`config.mk`:
```
export PLATFORM = sky130hd
export DESIGN_NAME = strap_sampler
export DESIGN_NICKNAME = d
export VERILOG_FILES = /design/src/rtl/strap_cfg_pkg.sv /design/src/rtl/strap_tern_dec.sv /design/src/rtl/strap_ctrl.sv /design/src/rtl/strap_datapath.sv /design/src/rtl/strap_sampler.sv
export SDC_FILE = /design/constraint.sdc
export NUM_CORES = 1
export LEC_CHECK = 0
export CORE_UTILIZATION = 40
export CTS_CLUSTER_SIZE = 30
export DETAILED_ROUTE_END_ITERATION = 12
export PLACE_DENSITY = 0.71
export SYNTH_ARGS = -nofsm -noshare
export SYNTH_HDL_FRONTEND = slang
export SYNTH_SLANG_ARGS = --single-unit
```
`constraint.sdc`:
```
create_clock -name clk -period 1.85 [get_ports clk]
set_clock_uncertainty 0.1 [all_clocks]
set_input_delay 0.37 -clock clk [delete_from_list [all_inputs] [get_ports clk]]
set_output_delay 0.37 -clock clk [all_outputs]
set_load 0.01 [all_outputs]
```
`src/rtl/strap_cfg_pkg.sv`:
```
package strap_cfg_pkg;

  localparam int ADDR_PINS   = 2;
  localparam int ADDR_COMBOS = 3 ** ADDR_PINS;
  localparam int ADDR_IDX_W  = $clog2(ADDR_COMBOS);
  localparam int EQ_W        = 4;

  localparam logic [EQ_W-1:0] EQ_TUNE_STRONG = 4'b1001;
  localparam logic [EQ_W-1:0] EQ_TUNE_MILD   = 4'b0100;

  localparam logic [1:0] LVL_LOW  = 2'd0;
  localparam logic [1:0] LVL_OPEN = 2'd1;
  localparam logic [1:0] LVL_HIGH = 2'd2;

  typedef enum logic [1:0] {
    ST_DOWN   = 2'd0,
    ST_SETTLE = 2'd1,
    ST_READY  = 2'd2
  } ctrlState_t;

  typedef struct packed {
    logic capture;
  } strapStrobe_t;

  typedef struct packed {
    logic [ADDR_IDX_W-1:0] addrIdx;
    logic [EQ_W-1:0]       eqTune;
    logic                  lowRate;
    logic                  spreadEn;
  } strapCfg_t;

endpackage

```
`src/rtl/strap_tern_dec.sv`:
```
module strap_tern_dec
  import strap_cfg_pkg::*;
(
  input  logic [1:0] pinLvl,
  output logic [1:0] lvlCode
);

  always_comb begin
    if (pinLvl[0])      lvlCode = LVL_LOW;
    else if (pinLvl[1]) lvlCode = LVL_HIGH;
    else                lvlCode = LVL_OPEN;
  end

endmodule

```
`src/rtl/strap_ctrl.sv`:
```
module strap_ctrl
  import strap_cfg_pkg::*;
#(
  parameter int SETTLE_CYCLES = 16
) (
  input  logic         clk,
  input  logic         rstN,
  input  logic         pwrDnN,
  output strapStrobe_t strobe,
  output logic         cfgValid
);

  localparam int CNT_W = (SETTLE_CYCLES > 1) ? $clog2(SETTLE_CYCLES) : 1;
  localparam logic [CNT_W-1:0] CNT_LAST = CNT_W'(SETTLE_CYCLES - 1);

  ctrlState_t stateQ, stateD;
  logic [CNT_W-1:0] cntQ, cntD;

  always_comb begin
    stateD         = stateQ;
    cntD           = cntQ;
    strobe.capture = 1'b0;
    unique case (stateQ)
      ST_DOWN: begin
        if (pwrDnN) begin
          stateD = ST_SETTLE;
          cntD   = '0;
        end
      end
      ST_SETTLE: begin
        if (!pwrDnN) begin
          stateD = ST_DOWN;
        end else if (cntQ == CNT_LAST) begin
          stateD         = ST_READY;
          strobe.capture = 1'b1;
        end else begin
          cntD = cntQ + 1'b1;
        end
      end
      ST_READY: begin
        if (!pwrDnN) stateD = ST_DOWN;
      end
      default: stateD = ST_DOWN;
    endcase
  end

  always_ff @(posedge clk or negedge rstN) begin
    if (!rstN) begin
      stateQ <= ST_DOWN;
      cntQ   <= '0;
    end else begin
      stateQ <= stateD;
      cntQ   <= cntD;
    end
  end

  assign cfgValid = (stateQ == ST_READY);


  valid_drop_chk: assert property (@(posedge clk) disable iff (!rstN)
    !pwrDnN |=> !cfgValid);


  settle_bound_chk: assert property (@(posedge clk) disable iff (!rstN)
    cntQ <= CNT_LAST);


  rise_needs_power_chk: assert property (@(posedge clk) disable iff (!rstN)
    $rose(cfgValid) |-> $past(pwrDnN));

endmodule

```
`src/rtl/strap_datapath.sv`:
```
module strap_datapath
  import strap_cfg_pkg::*;
(
  input  logic                      clk,
  input  logic                      rstN,
  input  strapStrobe_t              strobe,
  input  logic [ADDR_PINS-1:0][1:0] addrPins,
  input  logic                      eqSelPin,
  input  logic                      rateSelPin,
  input  logic                      spreadPin,
  output strapCfg_t                 cfgQ
);

  logic [ADDR_PINS-1:0][1:0] lvlCodes;
  logic [ADDR_IDX_W-1:0]     addrIdxD;
  strapCfg_t                 cfgD;

  for (genvar gi = 0; gi < ADDR_PINS; gi++) begin : g_addrDec
    strap_tern_dec u_dec (
      .pinLvl  (addrPins[gi]),
      .lvlCode (lvlCodes[gi])
    );
  end

  always_comb begin
    int acc;
    int weight;
    acc    = 0;
    weight = 1;
    for (int i = 0; i < ADDR_PINS; i++) begin
      acc    = acc + int'(lvlCodes[i]) * weight;
      weight = weight * 3;
    end
    addrIdxD = ADDR_IDX_W'(acc);
  end

  always_comb begin
    cfgD.addrIdx  = addrIdxD;
    cfgD.eqTune   = eqSelPin ? EQ_TUNE_MILD : EQ_TUNE_STRONG;
    cfgD.lowRate  = rateSelPin;
    cfgD.spreadEn = spreadPin;
  end

  always_ff @(posedge clk or negedge rstN) begin
    if (!rstN)               cfgQ <= '0;
    else if (strobe.capture) cfgQ <= cfgD;
  end


  hold_when_idle_chk: assert property (@(posedge clk) disable iff (!rstN)
    !strobe.capture |=> $stable(cfgQ));


  addr_range_chk: assert property (@(posedge clk) disable iff (!rstN)
    cfgQ.addrIdx < ADDR_IDX_W'(ADDR_COMBOS));


  eq_code_chk: assert property (@(posedge clk) disable iff (!rstN)
    (cfgQ.eqTune == EQ_TUNE_STRONG) || (cfgQ.eqTune == EQ_TUNE_MILD) ||
    (cfgQ.eqTune == '0));

endmodule

```
`src/rtl/strap_sampler.sv`:
```
module strap_sampler
  import strap_cfg_pkg::*;
#(
  parameter int SETTLE_CYCLES = 16
) (
  input  logic       clk,
  input  logic       rstN,
  input  logic       pwrDnN,
  input  logic [1:0] addrPin0,
  input  logic [1:0] addrPin1,
  input  logic       eqSelPin,
  input  logic       rateSelPin,
  input  logic       spreadPin,
  output logic       cfgValid,
  output logic [3:0] devAddrIdx,
  output logic [3:0] eqTune,
  output logic       lowRateRange,
  output logic       spreadEn
);

  strapStrobe_t strobe;
  strapCfg_t    cfgQ;

  strap_ctrl #(.SETTLE_CYCLES(SETTLE_CYCLES)) u_ctrl (
    .clk      (clk),
    .rstN     (rstN),
    .pwrDnN   (pwrDnN),
    .strobe   (strobe),
    .cfgValid (cfgValid)
  );

  strap_datapath u_dp (
    .clk        (clk),
    .rstN       (rstN),
    .strobe     (strobe),
    .addrPins   ({addrPin1, addrPin0}),
    .eqSelPin   (eqSelPin),
    .rateSelPin (rateSelPin),
    .spreadPin  (spreadPin),
    .cfgQ       (cfgQ)
  );

  assign devAddrIdx   = cfgQ.addrIdx;
  assign eqTune       = cfgQ.eqTune;
  assign lowRateRange = cfgQ.lowRate;
  assign spreadEn     = cfgQ.spreadEn;


  valid_after_capture_chk: assert property (@(posedge clk) disable iff (!rstN)
    $rose(cfgValid) |-> $past(strobe.capture));

endmodule

```
Word-level counts from Yosys, hierarchy flattened
Cells that the tools add are included.
W data, S select, Z words.
- register bits: 16
- input port bits: 10
- output and inout bits: 11
- word-level logic and storage cells: 38
- add/subtract/negate cells: 2
- $mul: 1
- equality and inequality tests: 8
- muxes and demuxes: 17
- reduce and logical (&&, ||, !) cells: 4
- operator list (kind ; number):
    $mux W2 ; 8
    $mux W4 ; 4
    $ne A2 B2 Y1 const B ; 4
    $pmux W4 S2 ; 1
    $pmux W2 S3 ; 1
    $add A3 B4 Y4 ; 1
    $add A4 B1 Y4 const B ; 1
    $eq A4 B4 Y1 const B ; 1
    $mul A2 B2 Y4 const B ; 1
    $reduce_and A4 Y1 ; 1
    $mux W1 ; 3
    $ne A3 B2 Y1 const B ; 1
    $reduce_and A3 Y1 ; 1
    $eq A2 B1 Y1 const B ; 1
    $eq A2 B2 Y1 const B ; 1
    $logic_not A2 Y1 ; 1
    $reduce_bool A2 Y1 ; 1

Logic depth before layout (Yosys ltp)
Gate-level depths: netlist of the first run.
- word-level depth: 4
- gate-level depth with buffers: 6
- depth with buffers taken out: 6

By module
From an unflattened synthesis of the first run, not the netlist that was laid out.
- cell total of the unflattened synthesis: 67
- area total of the unflattened synthesis: 758.2 µm²
- by module, submodules not included (module ; times used ; cells each ; area an instance (µm²) ; sequential area each (µm²)):
    strap_datapath ; 1 ; 32 ; 430.4 ; 200.2
    strap_ctrl ; 1 ; 31 ; 302.8 ; 150.1
    strap_tern_dec ; 2 ; 2 ; 12.5 ; 0.0

Worst setup path after synthesis of the first run
Ideal clock, no wire load.
- path type: input -> register
- from: input addrPin0[1]
- to: register, netlist name u_dp.cfgQ[8]
- library setup time: 0.079 ns
- arrival time: 1.516 ns
- data required time: 1.671 ns
- path slack: 0.155 ns
- stages on the path: 6
- buffers on the path: 0
- path through: nor2b_1 ha_1 ha_1 inv_1 fa_1 mux2i_1
- cells in the longest elaborated chain, start to end: 3
- ends and longest elaborated chain (item ; RTL line ; RTL):
    from (decl) ; strap_sampler.sv:9 ; input logic [1:0] addrPin0,
    $mux W2 ; strap_tern_dec.sv:10 ; else if (pinLvl[1]) lvlCode = LVL_HIGH;
    $mux W2 ; strap_tern_dec.sv:9 ; if (pinLvl[0]) lvlCode = LVL_LOW;
    $add A3 B4 Y4 ; strap_datapath.sv:31 ; acc = acc + int'(lvlCodes[i]) * weight;
Every way passes these cells.
A chain may end at the register's enable or synchronous reset.

Worst setup path after layout of the first run
- from: input addrPin0[1]
- to: register, netlist name u_dp.cfgQ[8]
- cells in the longest elaborated chain, start to end: 3
- ends and longest elaborated chain (item ; RTL line):
    $mux W2 ; strap_tern_dec.sv:10
    $mux W2 ; strap_tern_dec.sv:9
    $add A3 B4 Y4 ; strap_datapath.sv:31
Every way passes these cells.

==> results of run 1 <==
-- synth_stat cells --
master,number,share of area [%]
dfrtp_1,14,46
nand3_1,6,3.9
inv_1,5,2.5
mux2_4,5,9.8
a21oi_1,4,2.6
nand2_1,4,2.0
ha_1,3,4.9
nor2_1,3,1.5
and3_4,2,2.9
buf_4,2,2.0
mux2i_1,2,2.6
nand2b_1,2,1.6
nor2b_1,2,1.6
o21ai_0,2,1.3
a21o_1,1,0.98
a2bb2oi_1,1,1.1
a31oi_1,1,0.82
buf_12,1,2.6
clkbuf_1,1,0.49
conb_1,1,0.49
fa_1,1,2.6
nand4_1,1,0.82
nand4b_1,1,1.1
nor2b_4,1,1.8
nor4_1,1,0.82
xor2_1,1,1.1
-- metal layers --
| metal | GRT usage, % | vias to the layer above | share of wire [%] |
|---|---|---|---|
| li1 | - | 278 | - |
| met1 | 13.6 | 269 | 42 |
| met2 | 29.7 | 15 | 54 |
| met3 | 2.38 | 2 | 3.7 |
| met4 | 8.82 | 0 | 0.36 |
| met5 | 0 | - | 0 |
-- power by group --
part | total, µW | switching (µW) | internal, µW
combinational | 81.2 | 37.3 | 43.9
clock | 219 | 99.1 | 120
sequential | 330 | 12.2 | 318
total | 630 | 149 | 481
-- state kept, by name (all words and copies together), names as in the netlist --
name           flops
u_ctrl.cntQ        4
u_ctrl.stateQ      2
u_dp.cfgQ          8
-- worst max path at each step --
stage                                          start                        to  cells after the start
after detailed placement                 addrPin0[1]  u_dp.cfgQ[8]$_DFFE_PN0P_                      7
after global placement                   addrPin0[1]  u_dp.cfgQ[8]$_DFFE_PN0P_                      7
after CTS                                addrPin0[1]  u_dp.cfgQ[8]$_DFFE_PN0P_                      7
final                                    addrPin0[1]  u_dp.cfgQ[8]$_DFFE_PN0P_                      7
after global routing      u_ctrl.cntQ[0]$_DFFE_PN0P_  u_dp.cfgQ[1]$_DFFE_PN0P_                      4
after floorplan                          addrPin0[1]  u_dp.cfgQ[8]$_DFFE_PN0P_                      6
-- repair_timing --
item / in CTS / in global routing
endpoints found under the setup margin: 2 / 0
hold buffers: 0 / 0
resized for setup: 4 / 0
-- worst reg2reg max path: stages (launching register included) --
cell and delay, ns:
dfrtp_1 0.41, ha_1 0.26, and3_4 0.24, and3_4 0.29, mux2_4 0.32
-- final cells by class --
cell class	count	share of cell area (%)
Tap cell	25	3.08
Clock buffer	4	3.57
Inverter	5	1.85
Multi-Input combinational cell	45	35.1
Timing Repair Buffer	24	21.9
Sequential cell	14	34.5
-- kinds of logic after synthesis --
family | synth area share (%)
and+or+nand+nor | 18.2
DFF | 45.8
AOI/OAI and AO/OA | 6.88
buffers and inverters | 7.53
muxes | 12.4
adders and majority gates | 7.53
other | 0.491
xor gates and xnor gates | 1.15
-- metrics by stage --
stage	hold slack [ns]	setup TNS, ns	util [%]	total power [µW]
floorplan	-0.0256	0	-	373
global placement	0.394	-0.698	55.8	417
detailed placement	0.392	-0.794	55.8	420
CTS	0.292	0	57.6	642
global route	0.302	0	57.6	668
finish	0.297	0	57.6	630
==> impl_metrics.ini, run 1 <==
[setup_path]
r2r-end = u_dp.cfgQ[0]$_DFFE_PN0P_
path_class = input port to register
cp.arrival_ns = 1.84
regToRegStartpoint = u_ctrl.cntQ[0]$_DFFE_PN0P_
path_cells = dlygate4sd2_1 -> nor2b_1 -> ha_1 -> ha_1 -> inv_1 -> fa_1 -> mux2i_1
start_kind = input port
critPathTopFamily = adder cells
worstPathRequired_ns = 1.95
critPathCaptureType = register
cp_max_fo = 3
rrSetupSlack_ns = 0.12
worst-r2r-cell-count = 4
crit_buf_inv = 2
critPathMaxStageDelay_ns = 0.40
cp_common_cell = ha_1
slowest_stage = fa_1

[die]
num_rows = 15
core_um2 = 1760
die_w_um = 45.7
ios = 21
dieArea_um2 = 2090
die_h_um = 45.7
start_util_pct = 43.3

[global_route]
grt_antenna_before_repair = 0
grt_usage_pct = 14.9
grt_max_degree = 15
overflow = 0
grt_pass1_wl_mm = 2.11
grt_pass1_vias = 555

[final_layout]
final_area_um2 = 1020
instances_no_fill = 117
final.fill_count = 172
diodes = 0
final_cell_mix = clkdlybuf4s50_1, dfrtp_1, nand3_1
nets = 107
layout-drive-gt1-share_pct = 18.5
ff_latch_area_um2 = 350
multi_input_area_um2 = 357
final_common_cell = clkdlybuf4s50_1
syn_to_final_growth_pct = 32.9

[detailed_routing]
vias_per_cell = 4.82
routed_wl_mm = 1.37
vias = 564
final_antenna_net_count = 0
wire_per_inst_um = 11.7
drt_first_pass_iters = 4
drtIter0Drc = 4
drc_errors = 0

[synth]
syn_inst = 68
ys_types = 26
syn-cell-area_um2 = 764
yosysSeqAreaShare_pct = 45.8
yosysWarningCount = 0
synth_area_per_cell_um2 = 11.2
mappedNetlistNets = 82
ys_ff_latch = 14

[pwr]
p_per_area_nw_per_um2 = 620
ir_worst_vdd_mv = 0.383
p_leak_uw = 0.000481

[cts]
clk_pin_slew_ns = 0.09
clock-sinks = 14
postCtsSetupBuffers = 0
h-tree-depth = 1
cts_buffer_depth = 2
cts_made_buffers = 3
cts_tree = done
clk_latency_ns = 0.28
root_buffer = clkbuf_4

[sta]
min_period_ns = 1.74
setup_slack_ns = 0.109
fmax_mhz = 574
hold_viol_final = 0
fin_crit_sh_pct = 94.1
setup_viol = 0
slew_violations = 0
grt_setup_unrepaired = false

[placed_design]
io_buffer_count = 19
pre_cts_ws_ns = -0.402
place_area_um2 = 985
gp_congestion = 0.691
dp_hpwl_mm = 1.03
placedCellCount = 113

[status]
status = finished, final reports clean

[min_path]
hold_class = input port to asynchronous set/reset pin

[flow_run]
cap_violations = 0
(Power assumes the default switching activity.)
==> run 2, diff against run 1 <==
- DONT_BUFFER_PORTS: unset -> 1
- PLACE_DENSITY: 0.71 -> 0.57
- TNS_END_PERCENT: unset -> 30
==> run 2 against run 1 <==
  * Sequential power rose by 1%
  * Non-clock buffer count fell by 23
  * Critical path depth fell by 3
  * Wire length fell by 12%
  * Critical endpoint is now u_dp.cfgQ[7]$_DFFE_PN0P_
  * Largest power group unchanged
==> impl_metrics.ini, run 2 (same netlist as run 1, synthesis figures left out) <==
[status]
status = finished, final reports clean

[die]
dieArea_um2 = 2090
die_w_um = 45.7
die_h_um = 45.7
ios = 21
num_rows = 15
core_um2 = 1760
start_util_pct = 43.3

[final_layout]
layout-drive-gt1-share_pct = 17.4
top_register = u_dp.cfgQ
final_common_cell = dfrtp_1
diodes = 0
reg_top3 = u_dp.cfgQ (8), u_ctrl.cntQ (4), u_ctrl.stateQ (2)
largest_reg_flops = 8
instances_no_fill = 94
nets = 84
final_cell_mix = dfrtp_1, nand3_1, inv_1, mux2_4
syn_to_final_growth_pct = 5.07

[cts]
cts_resized = 0
clock-sinks = 14
clk_pin_slew_ns = 0.09
cts_made_buffers = 3
cts_buffer_depth = 2
h-tree-depth = 1
cts_hold_buf = 1
root_buffer = clkbuf_4
clk_latency_ns = 0.28
cts_tree = done
postCtsSetupBuffers = 0

[global_route]
overflow = 0
grt_antenna_before_repair = 0
grt_pass1_wl_mm = 1.75
grt_pass1_vias = 385
use_met3_pct = 6.75
busiest_layer = met1
grt_usage_pct = 12.1
use_met1_pct = 17.3
grt_max_degree = 15
met2_usage_pct = 16.3

[setup_path]
cp.arrival_ns = 1.81
path_cells = ha_1 -> and3_4 -> and3_4 -> mux2_4
critPathMaxStageDelay_ns = 0.43
slowest_stage = dfrtp_1
cp_common_cell = and3_4
critPathCaptureType = register
path_class = register to register
crit_buf_inv = 0
worstPathRequired_ns = 1.92
cp_max_fo = 9
critPathTopFamily = simple AND/OR/NAND/NOR gates
start_kind = register

[sta]
hold_viol_final = 0
grt_setup_unrepaired = false
tns_ns = 0
min_period_ns = 1.74
relSlewSlack_pct = 56.2
fin_crit_sh_pct = 94.0
slew_violations = 0
setup_viol = 0
fmax_mhz = 575
tightest_slew_ns = 0.655

[pwr]
p_sw_uw = 146
comb_power_share_pct = 7.8
p_sw_share_pct = 24.1
pwr-share-seq_pct = 55.3
p_int_uw = 459
clockPowerShare_pct = 36.9
p_per_area_nw_per_um2 = 752
p_leak_uw = 0.000380
ir_worst_vdd_mv = 0.561

[detailed_routing]
vias_per_cell = 5.01
routed_wl_mm = 1.20
vias = 471
drt_first_pass_iters = 2
drc_errors = 0
wire_per_inst_um = 12.8
final_antenna_net_count = 0
drtIter0Drc = 4

[placed_design]
placedCellCount = 89
dp_hpwl_um = 847
gp_congestion = 0.825
io_buffer_count = 0

[flow_run]
cap_violations = 0

[min_path]
hold_class = input port to register
-- run 2: changes by cell type in the layout (fill, tap and decap cells not counted) --
cell	change
buf_4	-5
clkdlybuf4s50_1	-15
dlygate4sd2_1	-4
dlygate4sd3_1	+1
-- run 2: cell type report --
| type | count | area (µm²) |
|---|---|---|
| Clock buffer | 4 | 36.3 |
| Fill cell | 191 | 961 |
| Inverter | 5 | 18.8 |
| Multi-Input combinational cell | 45 | 357 |
| Sequential cell | 14 | 350 |
| Tap cell | 25 | 31.3 |
| Timing Repair Buffer | 1 | 10.0 |
-- run 2: layer usage --
metal / wire [µm] / up-vias
met5: 0 / -
met4: 0 / 0
met3: 82 / 0
met2: 526 / 15
met1: 595 / 224
li1: - / 232
-- run 2: final timing paths --
check	start	end	slack, ns	cells past startpoint
worst min-delay path	eqSelPin	u_dp.cfgQ[2]$_DFFE_PN0P_	0.07	1
worst max-delay path	u_ctrl.cntQ[0]$_DFFE_PN0P_	u_dp.cfgQ[7]$_DFFE_PN0P_	0.11	4
worst max register to register	u_ctrl.cntQ[0]$_DFFE_PN0P_	u_dp.cfgQ[7]$_DFFE_PN0P_	0.11	4
max in group asynchronous	rstN	u_ctrl.cntQ[3]$_DFFE_PN0P_	0.78	1
min in group asynchronous	rstN	u_dp.cfgQ[0]$_DFFE_PN0P_	0.45	1
worst min register to register	u_ctrl.cntQ[1]$_DFFE_PN0P_	u_ctrl.cntQ[1]$_DFFE_PN0P_	0.45	2
-- run 2: power by group through the flow --
stage	sequential, µW	clock (µW)	combinational [µW]
2_1_floorplan	334	0	38.9
3_3_place_gp	339	0	39.3
3_5_place_dp	340	0	39.7
6_report	334	223	47.0
5_1_grt	337	236	54.7
4_1_cts	334	230	47.8
-- run 2: through the flow --
stage	total power (µW)	setup WS (ns)	hold slack [ns]	instance area (µm²)	util (%)
2_1_floorplan	373	0.155	-0.0256	764	-
3_3_place_gp	379	0.127	-0.0254	757	42.9
3_5_place_dp	380	0.115	-0.0254	757	42.9
4_1_cts	612	0.0943	0.0633	803	45.5
5_1_grt	627	0.0129	0.0611	803	45.5
6_report	604	0.111	0.0691	803	45.5
==> run 3, diff against run 2 <==
- CORE_AREA: unset -> 2 2 39 41
- CORE_UTILIZATION: 40 -> unset
- DIE_AREA: unset -> 0 0 41 43
- PLACE_DENSITY: 0.57 -> 0.76
==> run 3 against run 2 <==
  * Cell area shrank 1.4%
  * Hold slack lost 0.0057 ns
  * Core utilization grew 12 points
  * Flip-flop and latch count is the same
  * Via count grew 5.1%
  * Sequential power is essentially flat
  * Register-to-register slack gained 0.02 ns
  * Global-route usage grew 4.4 points
==> impl_metrics.ini, run 3 (same netlist as run 1, synthesis figures left out) <==
[die]
dieArea_um2 = 1760
die_w_um = 41
die_h_um = 43
core_um2 = 1380
num_rows = 14
start_util_pct = 55.2
ios = 21

[final_layout]
syn_to_final_growth_pct = 3.60
nets = 84
diodes = 0
layout-drive-gt1-share_pct = 17.4
reg_top3 = u_dp.cfgQ (8), u_ctrl.cntQ (4), u_ctrl.stateQ (2)
largest_reg_flops = 8
final_common_cell = dfrtp_1
final_cell_mix = dfrtp_1, nand3_1, inv_1, mux2_4
top_register = u_dp.cfgQ

[pwr]
pwr-share-seq_pct = 55.3
p_leak_uw = 0.000380
p_int_uw = 459
p_per_area_nw_per_um2 = 762
p_sw_share_pct = 24.0
p_sw_uw = 145
report.power.total_uw = 604
comb_power_share_pct = 7.8
ir_worst_vdd_mv = 0.300
clockPowerShare_pct = 36.9

[global_route]
grt_max_degree = 15
grt_pass1_vias = 487
grt_antenna_before_repair = 0
overflow = 0
grt_pass1_wl_mm = 1.92
grt_usage_pct = 16.5

[cts]
root_buffer = clkbuf_4
cts_made_buffers = 3
postCtsSetupBuffers = 0
cts_buffer_depth = 2
h-tree-depth = 1
cts_tree = done
clk_latency_ns = 0.28
clock-sinks = 14
clk_pin_slew_ns = 0.08

[detailed_routing]
drt_first_pass_iters = 4
drtIter0Drc = 3
routed_wl_mm = 1.15
wire_per_inst_um = 13.5
vias = 495
final_antenna_net_count = 0
vias_per_cell = 5.82
drc_errors = 0

[min_path]
holdPathStages = 1
hold_class = input port to register
hold_path_end = u_dp.cfgQ[2]$_DFFE_PN0P_
holdCritStartpoint = eqSelPin

[setup_path]
cp.arrival_ns = 1.79
cp_max_fo = 9
path_class = register to register
start_kind = register
worstPathRequired_ns = 1.92
regToRegStartpoint = u_ctrl.cntQ[0]$_DFFE_PN0P_
rrSetupSlack_ns = 0.13
worst-r2r-cell-count = 4
critPathCaptureType = register
r2r-end = u_dp.cfgQ[0]$_DFFE_PN0P_

[placed_design]
dp_hpwl_um = 845
gp_congestion = 0.822
io_buffer_count = 0

[status]
status = finished, final reports clean

[flow_run]
cap_violations = 0

[sta]
tightest_slew_ns = 0.626
slew_violations = 0
grt_setup_unrepaired = false
min_period_ns = 1.72
relSlewSlack_pct = 58.1
fmax_mhz = 582
fin_crit_sh_pct = 92.9
setup_viol = 0
hold_viol_final = 0
tns_ns = 0
run 3: cell counts in the layout (fill, tap and decap cells not counted):
Identical to the previous run, type by type.
run 3: how the worst max path moves through the flow:
stage,from,endpoint,cells after the start
finish,u_ctrl.cntQ[0]$_DFFE_PN0P_,u_dp.cfgQ[0]$_DFFE_PN0P_,4
global route,u_ctrl.cntQ[0]$_DFFE_PN0P_,u_dp.cfgQ[7]$_DFFE_PN0P_,4
CTS,u_ctrl.cntQ[0]$_DFFE_PN0P_,u_dp.cfgQ[7]$_DFFE_PN0P_,4
detailed placement,addrPin0[1],u_dp.cfgQ[8]$_DFFE_PN0P_,6
global placement,addrPin0[1],u_dp.cfgQ[8]$_DFFE_PN0P_,6
floorplan,addrPin0[1],u_dp.cfgQ[8]$_DFFE_PN0P_,6
run 3: power groups by stage:
| stage | Combinational, µW | Sequential (µW) | Clock (µW) |
|---|---|---|---|
| 4_1_cts | 48.2 | 334 | 227 |
| 6_report | 47.2 | 334 | 223 |
| 3_3_place_gp | 38.6 | 339 | 0 |
| 5_1_grt | 55.6 | 336 | 240 |
| 2_1_floorplan | 38.9 | 334 | 0 |
| 3_5_place_dp | 40.4 | 340 | 0 |
run 3: final cells by class:
type	count	area, µm²
fillers	116	592
multi-input cells	45	357
flip-flops and latches	14	350
clock buffers	4	36.3
well taps	16	20.0
inverters	5	18.8
repair buffers	1	10.0
run 3: critical path: stages, from the launching register on:
cell and delay [ns]:
dfrtp_1 0.42, ha_1 0.25, and3_4 0.23, and3_4 0.29, mux2_4 0.31
run 3: repair_timing:
item,in CTS,in global routing
resized for setup,0,0
hold buffers,1,0
hold endpoints to repair,14,0
run 3: metrics by stage:
stage / cell area [µm²] / cells / worst slack [ns] / utilization (%) / hold slack [ns]
final: 792 / 85 / 0.131 / 57.2 / 0.0633
after floorplan: 764 / 68 / 0.155 / - / -0.0256
after CTS: 792 / 85 / 0.127 / 57.2 / 0.0609
after detailed placement: 746 / 80 / 0.114 / 53.9 / -0.0253
after global routing: 792 / 85 / 0.0570 / 57.2 / 0.0651
after global placement: 746 / 80 / 0.136 / 53.9 / -0.0253
run 3: metal layers:
layer	track usage, %	vias up	share of wire, %
met5	0	-	0
met4	12.0	0	3.6
met3	4.71	5	6.6
met2	25.9	23	49
met1	17.4	232	41
li1	-	235	-
